==> src/rtl/dadda_mul_pkg.sv <==
`timescale 1ns/1ps
package dadda_mul_pkg;

    localparam int MAXCOL = 512;

    // Number of reduction stages: sequence terms (2,3,4,6,...) below n.
    function automatic int stage_count(input int n);
        int d;
        int k;
        d = 2;
        k = 0;
        while (d < n) begin
            k++;
            d = (d * 3) / 2;
        end
        return k;
    endfunction

    // Height target of stage st (0 = first stage, tallest target).
    function automatic int stage_target(input int n, input int st);
        int d;
        int k;
        d = 2;
        k = stage_count(n) - 1 - st;
        for (int i = 0; i < k; i++) d = (d * 3) / 2;
        return d;
    endfunction

    // Bits in column c of the initial partial-product matrix.
    function automatic int init_height(input int n, input int c);
        int lo;
        int hi;
        if (c > 2 * n - 2) return 0;
        lo = (c - n + 1 > 0) ? c - n + 1 : 0;
        hi = (c < n - 1) ? c : n - 1;
        return hi - lo + 1;
    endfunction

    // sel 0: column height entering stage s; 1: full adders; 2: half adders.
    function automatic int plan_val(input int n, input int s, input int c, input int sel);
        int h  [MAXCOL];
        int fa [MAXCOL];
        int ha [MAXCOL];
        int cin;
        int e;
        int d;
        for (int k = 0; k < 2 * n; k++) begin
            h[k]  = init_height(n, k);
            fa[k] = 0;
            ha[k] = 0;
        end
        for (int st = 0; st <= s; st++) begin
            if (st == s && sel == 0) return h[c];
            d = stage_target(n, st);
            for (int k = 0; k < 2 * n; k++) begin
                cin = (k > 0) ? fa[k-1] + ha[k-1] : 0;
                e = h[k] + cin - d;
                if (e > 0) begin
                    fa[k] = e / 2;
                    ha[k] = e % 2;
                end else begin
                    fa[k] = 0;
                    ha[k] = 0;
                end
            end
            if (st == s) return (sel == 1) ? fa[c] : ha[c];
            for (int k = 2 * n - 1; k >= 0; k--) begin
                cin = (k > 0) ? fa[k-1] + ha[k-1] : 0;
                h[k] = h[k] - 2 * fa[k] - ha[k] + cin;
            end
        end
        return 0;
    endfunction

endpackage

==> src/rtl/dm_pp_array.sv <==
`timescale 1ns/1ps
module dm_pp_array #(
    parameter int N = 8
) (
    input  logic [N-1:0]   a,
    input  logic [N-1:0]   b,
    output logic [N*N-1:0] pp
);
    // pp[i*N+j] carries weight 2^(i+j)
    for (genvar i = 0; i < N; i++) begin : g_row
        for (genvar j = 0; j < N; j++) begin : g_bit
            assign pp[i*N+j] = a[i] & b[j];
        end
    end
endmodule

==> src/rtl/dm_csa_cell.sv <==
`timescale 1ns/1ps
module dm_csa_cell (
    input  logic x,
    input  logic y,
    input  logic z,
    output logic sum,
    output logic carry
);
    // Tie z low for a half adder.
    assign sum   = x ^ y ^ z;
    assign carry = (x & y) | (z & (x ^ y));
endmodule

==> src/rtl/dm_reduce.sv <==
`timescale 1ns/1ps
module dm_reduce
    import dadda_mul_pkg::*;
#(
    parameter int N = 8
) (
    input  logic [N*N-1:0] pp,
    output logic [2*N-1:0] row0,
    output logic [2*N-1:0] row1
);
    localparam int NS = stage_count(N);
    localparam int NC = 2 * N;

    // mat[s][c][r]: row r of column c entering stage s
    logic [N-1:0] mat [NS+1][NC];

    // Stage 0: gather the AND array into columns.
    for (genvar c = 0; c < NC; c++) begin : g_init
        localparam int H0 = init_height(N, c);
        localparam int LO = (c - N + 1 > 0) ? c - N + 1 : 0;
        for (genvar r = 0; r < N; r++) begin : g_r
            if (r < H0) begin : g_pp
                assign mat[0][c][r] = pp[(LO + r) * N + (c - LO - r)];
            end else begin : g_zero
                assign mat[0][c][r] = 1'b0;
            end
        end
    end

    for (genvar s = 0; s < NS; s++) begin : g_stage
        logic [N-1:0] sm_w [NC];
        logic [N-1:0] cy_w [NC];
        for (genvar c = 0; c < NC; c++) begin : g_col
            localparam int H   = plan_val(N, s, c, 0);
            localparam int FA  = plan_val(N, s, c, 1);
            localparam int HA  = plan_val(N, s, c, 2);
            localparam int FAP = (c > 0) ? plan_val(N, s, c - 1, 1) : 0;
            localparam int HAP = (c > 0) ? plan_val(N, s, c - 1, 2) : 0;
            localparam int USED = 3 * FA + 2 * HA;
            localparam int PASS = H - USED;
            localparam int CIN  = FAP + HAP;

            for (genvar k = 0; k < N; k++) begin : g_cell
                if (k < FA) begin : g_fa
                    dm_csa_cell u_fa (
                        .x     (mat[s][c][3*k]),
                        .y     (mat[s][c][3*k+1]),
                        .z     (mat[s][c][3*k+2]),
                        .sum   (sm_w[c][k]),
                        .carry (cy_w[c][k])
                    );
                end else if (k < FA + HA) begin : g_ha
                    dm_csa_cell u_ha (
                        .x     (mat[s][c][3*FA + 2*(k-FA)]),
                        .y     (mat[s][c][3*FA + 2*(k-FA) + 1]),
                        .z     (1'b0),
                        .sum   (sm_w[c][k]),
                        .carry (cy_w[c][k])
                    );
                end else begin : g_none
                    assign sm_w[c][k] = 1'b0;
                    assign cy_w[c][k] = 1'b0;
                end
            end

            // Next column order: sums, untouched bits, carries from c-1.
            for (genvar r = 0; r < N; r++) begin : g_next
                if (r < FA + HA) begin : g_sum
                    assign mat[s+1][c][r] = sm_w[c][r];
                end else if (r < FA + HA + PASS) begin : g_pass
                    assign mat[s+1][c][r] = mat[s][c][USED + r - FA - HA];
                end else if (r < FA + HA + PASS + CIN) begin : g_cy
                    assign mat[s+1][c][r] = cy_w[c-1][r - FA - HA - PASS];
                end else begin : g_zero
                    assign mat[s+1][c][r] = 1'b0;
                end
            end
        end
    end

    for (genvar c = 0; c < NC; c++) begin : g_out
        assign row0[c] = mat[NS][c][0];
        assign row1[c] = mat[NS][c][1];
    end
endmodule

==> src/rtl/dm_final_add.sv <==
`timescale 1ns/1ps
module dm_final_add #(
    parameter int W     = 16,
    parameter int KIND  = 1,
    parameter int LOW_W = 4,
    parameter int BLK_W = 4
) (
    input  logic [W-1:0] x,
    input  logic [W-1:0] y,
    output logic [W-1:0] s
);
    localparam int NB = (W - LOW_W + BLK_W - 1) / BLK_W;

    if (KIND == 0) begin : g_behav
        assign s = x + y;
    end else begin : g_split
        logic [LOW_W-1:0] s_low;
        logic             c_low;
        logic [NB-1:0]    bc;

        always_comb begin
            logic c;
            c = 1'b0;
            for (int i = 0; i < LOW_W; i++) begin
                s_low[i] = x[i] ^ y[i] ^ c;
                c        = (x[i] & y[i]) | (c & (x[i] ^ y[i]));
            end
            c_low = c;
        end

        assign s[LOW_W-1:0] = s_low;
        assign bc[0]        = c_low;

        for (genvar b = 0; b < NB; b++) begin : g_blk
            localparam int LO = LOW_W + b * BLK_W;
            localparam int BW = (W - LO < BLK_W) ? W - LO : BLK_W;
            if (b < NB - 1) begin : g_mid
                logic [BW:0] t0;
                logic [BW:0] t1;
                assign t0 = {1'b0, x[LO +: BW]} + {1'b0, y[LO +: BW]};
                assign t1 = {1'b0, x[LO +: BW]} + {1'b0, y[LO +: BW]} + (BW+1)'(1);
                assign s[LO +: BW] = bc[b] ? t1[BW-1:0] : t0[BW-1:0];
                assign bc[b+1]     = bc[b] ? t1[BW] : t0[BW];
            end else begin : g_top
                logic [BW-1:0] t0;
                logic [BW-1:0] t1;
                assign t0 = x[LO +: BW] + y[LO +: BW];
                assign t1 = x[LO +: BW] + y[LO +: BW] + BW'(1);
                assign s[LO +: BW] = bc[b] ? t1 : t0;
            end
        end
    end
endmodule

==> src/rtl/dadda_mul.sv <==
`timescale 1ns/1ps
module dadda_mul #(
    parameter int N          = 8,
    parameter int ADDER_KIND = 1
) (
    input  logic           clk,
    input  logic           rst_n,
    input  logic [N-1:0]   op_a,
    input  logic [N-1:0]   op_b,
    output logic [2*N-1:0] product
);
    localparam int PW    = 2 * N;
    localparam int LOW_W = (N / 2 > 0) ? N / 2 : 1;
    localparam int BLK_W = LOW_W;

    typedef struct packed {
        logic [N-1:0]  a;
        logic [N-1:0]  b;
        logic [PW-1:0] p;
    } regs_t;

    regs_t r_d, r_q;

    logic [N*N-1:0] pp_w;
    logic [PW-1:0]  row0_w;
    logic [PW-1:0]  row1_w;
    logic [PW-1:0]  sum_w;

    dm_pp_array #(.N(N)) u_pp (
        .a  (r_q.a),
        .b  (r_q.b),
        .pp (pp_w)
    );

    dm_reduce #(.N(N)) u_tree (
        .pp   (pp_w),
        .row0 (row0_w),
        .row1 (row1_w)
    );

    dm_final_add #(
        .W     (PW),
        .KIND  (ADDER_KIND),
        .LOW_W (LOW_W),
        .BLK_W (BLK_W)
    ) u_cpa (
        .x (row0_w),
        .y (row1_w),
        .s (sum_w)
    );

    always_comb begin
        r_d   = r_q;
        r_d.a = op_a;
        r_d.b = op_b;
        r_d.p = sum_w;
    end

    always_ff @(posedge clk or negedge rst_n) begin
        if (!rst_n) r_q <= '0;
        else        r_q <= r_d;
    end

    assign product = r_q.p;

    AST_PRODUCT_EQ: assert property (@(posedge clk) disable iff (!rst_n)
        r_q.p == PW'($past(r_q.a)) * PW'($past(r_q.b)));

    AST_ROWS_SUM: assert property (@(posedge clk) disable iff (!rst_n)
        PW'(row0_w + row1_w) == PW'(r_q.a) * PW'(r_q.b));

    AST_CPA_SUM: assert property (@(posedge clk) disable iff (!rst_n)
        sum_w == PW'(row0_w + row1_w));

    AST_HOLD_STABLE: assert property (@(posedge clk) disable iff (!rst_n)
        (r_q.a == $past(r_q.a) && r_q.b == $past(r_q.b)) |=> $stable(r_q.p));

    AST_ZERO_OPERAND: assert property (@(posedge clk) disable iff (!rst_n)
        (r_q.a == '0 || r_q.b == '0) |=> (r_q.p == '0));
endmodule

==> config.mk <==
export PLATFORM = sky130hd
export DESIGN_NAME = dadda_mul
export DESIGN_NICKNAME = d
export VERILOG_FILES = /design/src/rtl/dadda_mul_pkg.sv /design/src/rtl/dm_pp_array.sv /design/src/rtl/dm_csa_cell.sv /design/src/rtl/dm_reduce.sv /design/src/rtl/dm_final_add.sv /design/src/rtl/dadda_mul.sv
export SDC_FILE = /design/constraint.sdc
export NUM_CORES = 1
export LEC_CHECK = 0
export ABC_AREA = 1
export BUFFER_PORTS_ARGS = -buffer_cell sky130_fd_sc_hd__buf_2
export CAP_MARGIN = 20
export CORE_MARGIN = 10
export CORE_UTILIZATION = 45
export CTS_CLUSTER_DIAMETER = 40
export CTS_CLUSTER_SIZE = 8
export DETAILED_ROUTE_END_ITERATION = 10
export HOLD_SLACK_MARGIN = 0.05
export SETUP_SLACK_MARGIN = 0.3
export SYNTH_ARGS = -nofsm -noshare
export SYNTH_HDL_FRONTEND = slang
export SYNTH_HIERARCHICAL = 1
export SYNTH_SLANG_ARGS = --single-unit
==> constraint.sdc <==
create_clock -name clk -period 10.65 [get_ports clk]
set_input_delay 2.13 -clock clk [delete_from_list [all_inputs] [get_ports clk]]
set_output_delay 2.13 -clock clk [all_outputs]
set_load 0.05 [all_outputs]
### Word level (Yosys, flattened, before mapping)

Cells that the tools add are included.

* flip-flop bits (word level): 32
* input bits: 18
* output and inout bits: 16
* logic and storage cells: 279

* $add $sub $neg: 6
* multiplexer cells: 5
* bitwise logic cells: 265

Operators with widths (count)
* AND 1 bit: 146
* XOR 1 bit: 82
* OR 1 bit: 37
* 2-to-1 mux 4 bit: 3
* adder 4 x 4 -> 5 bit: 2
* adder 5 x 1 -> 5 bit (second input constant): 2
* adder 3 x 3 -> 4 bit: 1
* adder 4 x 1 -> 4 bit (second input constant): 1
* 2-to-1 mux 1 bit: 2

### Longest topological paths before layout

* word-level depth: 15
* mapped depth: 20
* gate-level depth less buffers: 19

### Cells and area by module

Netlist, hierarchy kept.

Modules (own cells, without submodules)
* dadda_mul: times used 1, cells each 48, area an instance 920.9 µm², seq. area each 800.8 µm²
* dm_final_add: times used 1, cells each 134, area an instance 882.1 µm², seq. area each 0.0 µm²
* dm_csa_cell: times used 42, cells each 1, area an instance 20.0 µm², seq. area each 0.0 µm²
* dm_pp_array: times used 1, cells each 144, area an instance 560.5 µm², seq. area each 0.0 µm²
* dm_reduce: times used 1, cells each 9, area an instance 63.8 µm², seq. area each 0.0 µm²

### Worst setup path before layout

OpenSTA, ideal clock, no wires.

* path type: register to register
* from: register r_q[22] (netlist name)
* to: register r_q (netlist bit product[12])
* setup time: 0.117 ns
* data arrival time: 3.941 ns
* data required time: 10.533 ns
* slack: 6.593 ns
* cell stages (with the launch flop): 20
* path buffers: 1
* period minus slack after synthesis: 4.057 ns
* cell sequence: dfrtp_1 > buf_2 > nand2_1 > inv_1 > fa_1 > fa_1 > fa_1 > fa_1 > ha_1 > fa_1 > ha_1 > inv_1 > nor2_1 > nand3_1 > nand2_1 > nand2_2 > nand2_4 > nand2_4 > nand2_1 > nand2_1

RTL lines
* start: declaration: line dadda_mul.sv:22 `regs_t r_d, r_q;`
* start signal: assignment: line dadda_mul.sv:61 `else r_q <= r_d;`

==> impl_metrics.env <==
export IMPL_drtPass1Iterations=4
export IMPL_hold_class="reg -> reg"
export IMPL_cts_hold_buffers=0
export IMPL_overflow=0
export IMPL_syn_inst=377
export IMPL_cts_setup_buffers=0
export IMPL_cts_made_buffers=5
export IMPL_final_min_clock_period_ns=4.25
export IMPL_synth_most_common_cell="nand2_1"
export IMPL_final_area_mm2=0.00342
export IMPL_clockBufferDepth=2
export IMPL_clk_latency_ns=0.29
export IMPL_synth_top_family_by_area="adder cells"
export IMPL_cts_max_level=2
export IMPL_via_per_inst=4.28
export IMPL_yosys_top_cells_count="nand2_1 (97), inv_1 (90), fa_1 (48)"
export IMPL_antenna_found_initial=0
export IMPL_drc=0
export IMPL_vias=2082
export IMPL_vdd_ir_drop_worst_v=0.0000993
export IMPL_maxCapViolCount=0
export IMPL_finalWirelength_um=5270
export IMPL_synth_cell_types=26
export IMPL_post_dp_cell_area_mm2=0.00333
export IMPL_syn_area_mm2=0.00327
export IMPL_setup_viol=0
export IMPL_ctsResizeCount=0
export IMPL_critPathLaunchType="flop"
export IMPL_cp_max_fo=8
export IMPL_path_cells="nand2_1, inv_1, fa_1, fa_1, fa_1, fa_1, ha_1, fa_1, ha_1, inv_1, nor2_1, nand3_1, nand2_1, nand2_2, nand2_4, nand2_4, nand2_1, nand2_1"
export IMPL_critPathArrivalTime_ns=4.43
export IMPL_synthDominantCellAreaShare=0.294
export IMPL_drt_iter0_drc=68
export IMPL_grt_usage=0.110
export IMPL_initial_core_util=0.455
export IMPL_grt_pass1_vias=2315
export IMPL_synth_edf_count=0
export IMPL_cp_common_cell="fa_1"
export IMPL_cts_tree="done"
export IMPL_synth_top_flop_cell="dfrtp_1"
export IMPL_synthSimpleGateAreaFrac=0.183
export IMPL_std_cell_rows=31
export IMPL_port_buffers=33
export IMPL_multiInputGateArea_mm2=0.00189
export IMPL_critical_path_class="reg -> reg"
export IMPL_max_slew_margin=0.531
export IMPL_cp_end_kind="flop"
export IMPL_place_gp_congestion=0.812
export IMPL_root_buffer="clkbuf_8"
export IMPL_post_drt_wl_per_cell_um=10.8
export IMPL_clkTransAtPathRegs_ns=0.08
export IMPL_outcome="completed"
export IMPL_finClkSkew_ns=0.00463
export IMPL_period_share=0.399
export IMPL_setup_tns_ns=0
export IMPL_place_hpwl_um=4480
export IMPL_synthToLayoutAreaGrowth_pct=4.75
export IMPL_grt_max_degree=33
export IMPL_critPathMaxStageDelay_ns=0.56
export IMPL_die_h_um=105
export IMPL_power_leakage_nw=2.11
export IMPL_die_w_um=105
export IMPL_crit_slowest_cell="fa_1"
export IMPL_muxShareOfSynthArea=0
export IMPL_detail_route_antenna_nets=0
export IMPL_synth_compound_area_frac=0.00842
export IMPL_worstMarginPinSlew_ns=0.704
export IMPL_fmax_mhz=235
export IMPL_fp_coreArea_mm2=0.00718
export IMPL_n_fill_cell=685
export IMPL_hold_viol_final=0
export IMPL_synthTopCellsByArea="fa_1 (29%), dfrtp_1 (25%), nand2_1 (11%), inv_1 (10%), ha_1 (5.7%)"
export IMPL_cts_sinks=32
export IMPL_die_area_mm2=0.0111
export IMPL_drive_above_1_share=0.147
export IMPL_seq_area_frac_synth=0.245
export IMPL_powerDensity_mw_per_mm2=246
export IMPL_synth_fa_ha_area_frac=0.351
export IMPL_synth_xor_area_frac=0.0241
export IMPL_synth_top_area_cell="fa_1"
export IMPL_async_flop_share=1.00
export IMPL_diodes=0
export IMPL_worstPathRequired_ns=10.83
export IMPL_rsz0062_at_grt="false"
export IMPL_register_area_um2=801
export IMPL_grt_first_pass_wirelength_um=10300
export IMPL_syn_area_per_cell_um2=8.67
export IMPL_num_nets_final=467
export IMPL_drv_slew=0
export IMPL_holdWs_ns=0.785
export IMPL_ys_seq_elements=32
export IMPL_ios=34
export IMPL_synth_warnings=6
power breakdown:
| part | internal (mW) | switching, mW |
|---|---|---|
| logic | 0.204 | 0.373 |
| registers | 0.156 | 0.0126 |
| clock network | 0.0463 | 0.0515 |
metal layers:
layer	routed length, µm	part of all wire	vias to the layer above	track usage
met5	0	0	-	0
met4	57	0.011	0	0.0314
met3	194	0.037	5	0.0268
met2	2810	0.53	31	0.200
met1	2210	0.42	994	0.125
li1	-	-	1052	-
layout make-up:
cell class | instances | area share
timing repair buffer | 33 | 0.0482
tap | 99 | 0.0362
clock inverter | 3 | 0.00694
inverter | 92 | 0.102
sequential | 32 | 0.234
clock buffer | 5 | 0.0201
multi-input combinational | 222 | 0.552
cells by family after synthesis:
group,count (synthesis)
compound gates,5
xor+xnor,9
fa+ha+maj,63
buf+inv,132
flops,32
other cells,1
simple gates,135
critical path: cells and delay by family (launching register included):
| kind | cells | cell delay (ns) |
|---|---|---|
| buf+inv | 2 | 0.11 |
| simple gates | 9 | 0.71 |
| flops | 1 | 0.48 |
| fa+ha+maj | 7 | 2.83 |
layout by cell type (no fill, tap or decap), types with 2 or more instances in the layout:
master and count:
clkinv_4 2, dfrtp_1 32, xnor2_1 5, buf_2 33, clkbuf_8 5, nand3_1 18
inv_1 90, nor2_1 3, nand2_1 97, conb_1 10, xor2_1 4, clkinvlp_4 2
nand2_2 6, a21oi_1 3, fa_1 48, nand3_2 2, ha_1 15, nand2_4 3
flip-flops by register name (all words and copies together) (netlist names):
| register | count |
|---|---|
| product | 16 |
| r_q | 16 |
path summary, 6_finish.rpt:
kind,startpoint,cells past startpoint,slack (ns),to
hold / removal,r_q[16],3,0.78,product[0]
max in group asynchronous,rst_n,1,8.31,product[9]
setup reg to reg,r_q[29],18,6.40,product[15]
hold reg to reg,r_q[16],3,0.78,product[0]
min in group asynchronous,rst_n,1,1.88,product[1]
setup / recovery,r_q[29],18,6.40,product[15]
through the flow:
step | utilization | cells | total power, mW | setup WS, ns
CTS | 0.477 | 486 | 0.861 | 6.37
finish | 0.477 | 486 | 0.843 | 6.40
global placement | 0.464 | 478 | 0.752 | 6.43
floorplan | - | 386 | 0.697 | 6.59
global route | 0.477 | 486 | 0.953 | 6.11
detailed placement | 0.464 | 478 | 0.761 | 6.39
Power figures use the tool's default switching activity.
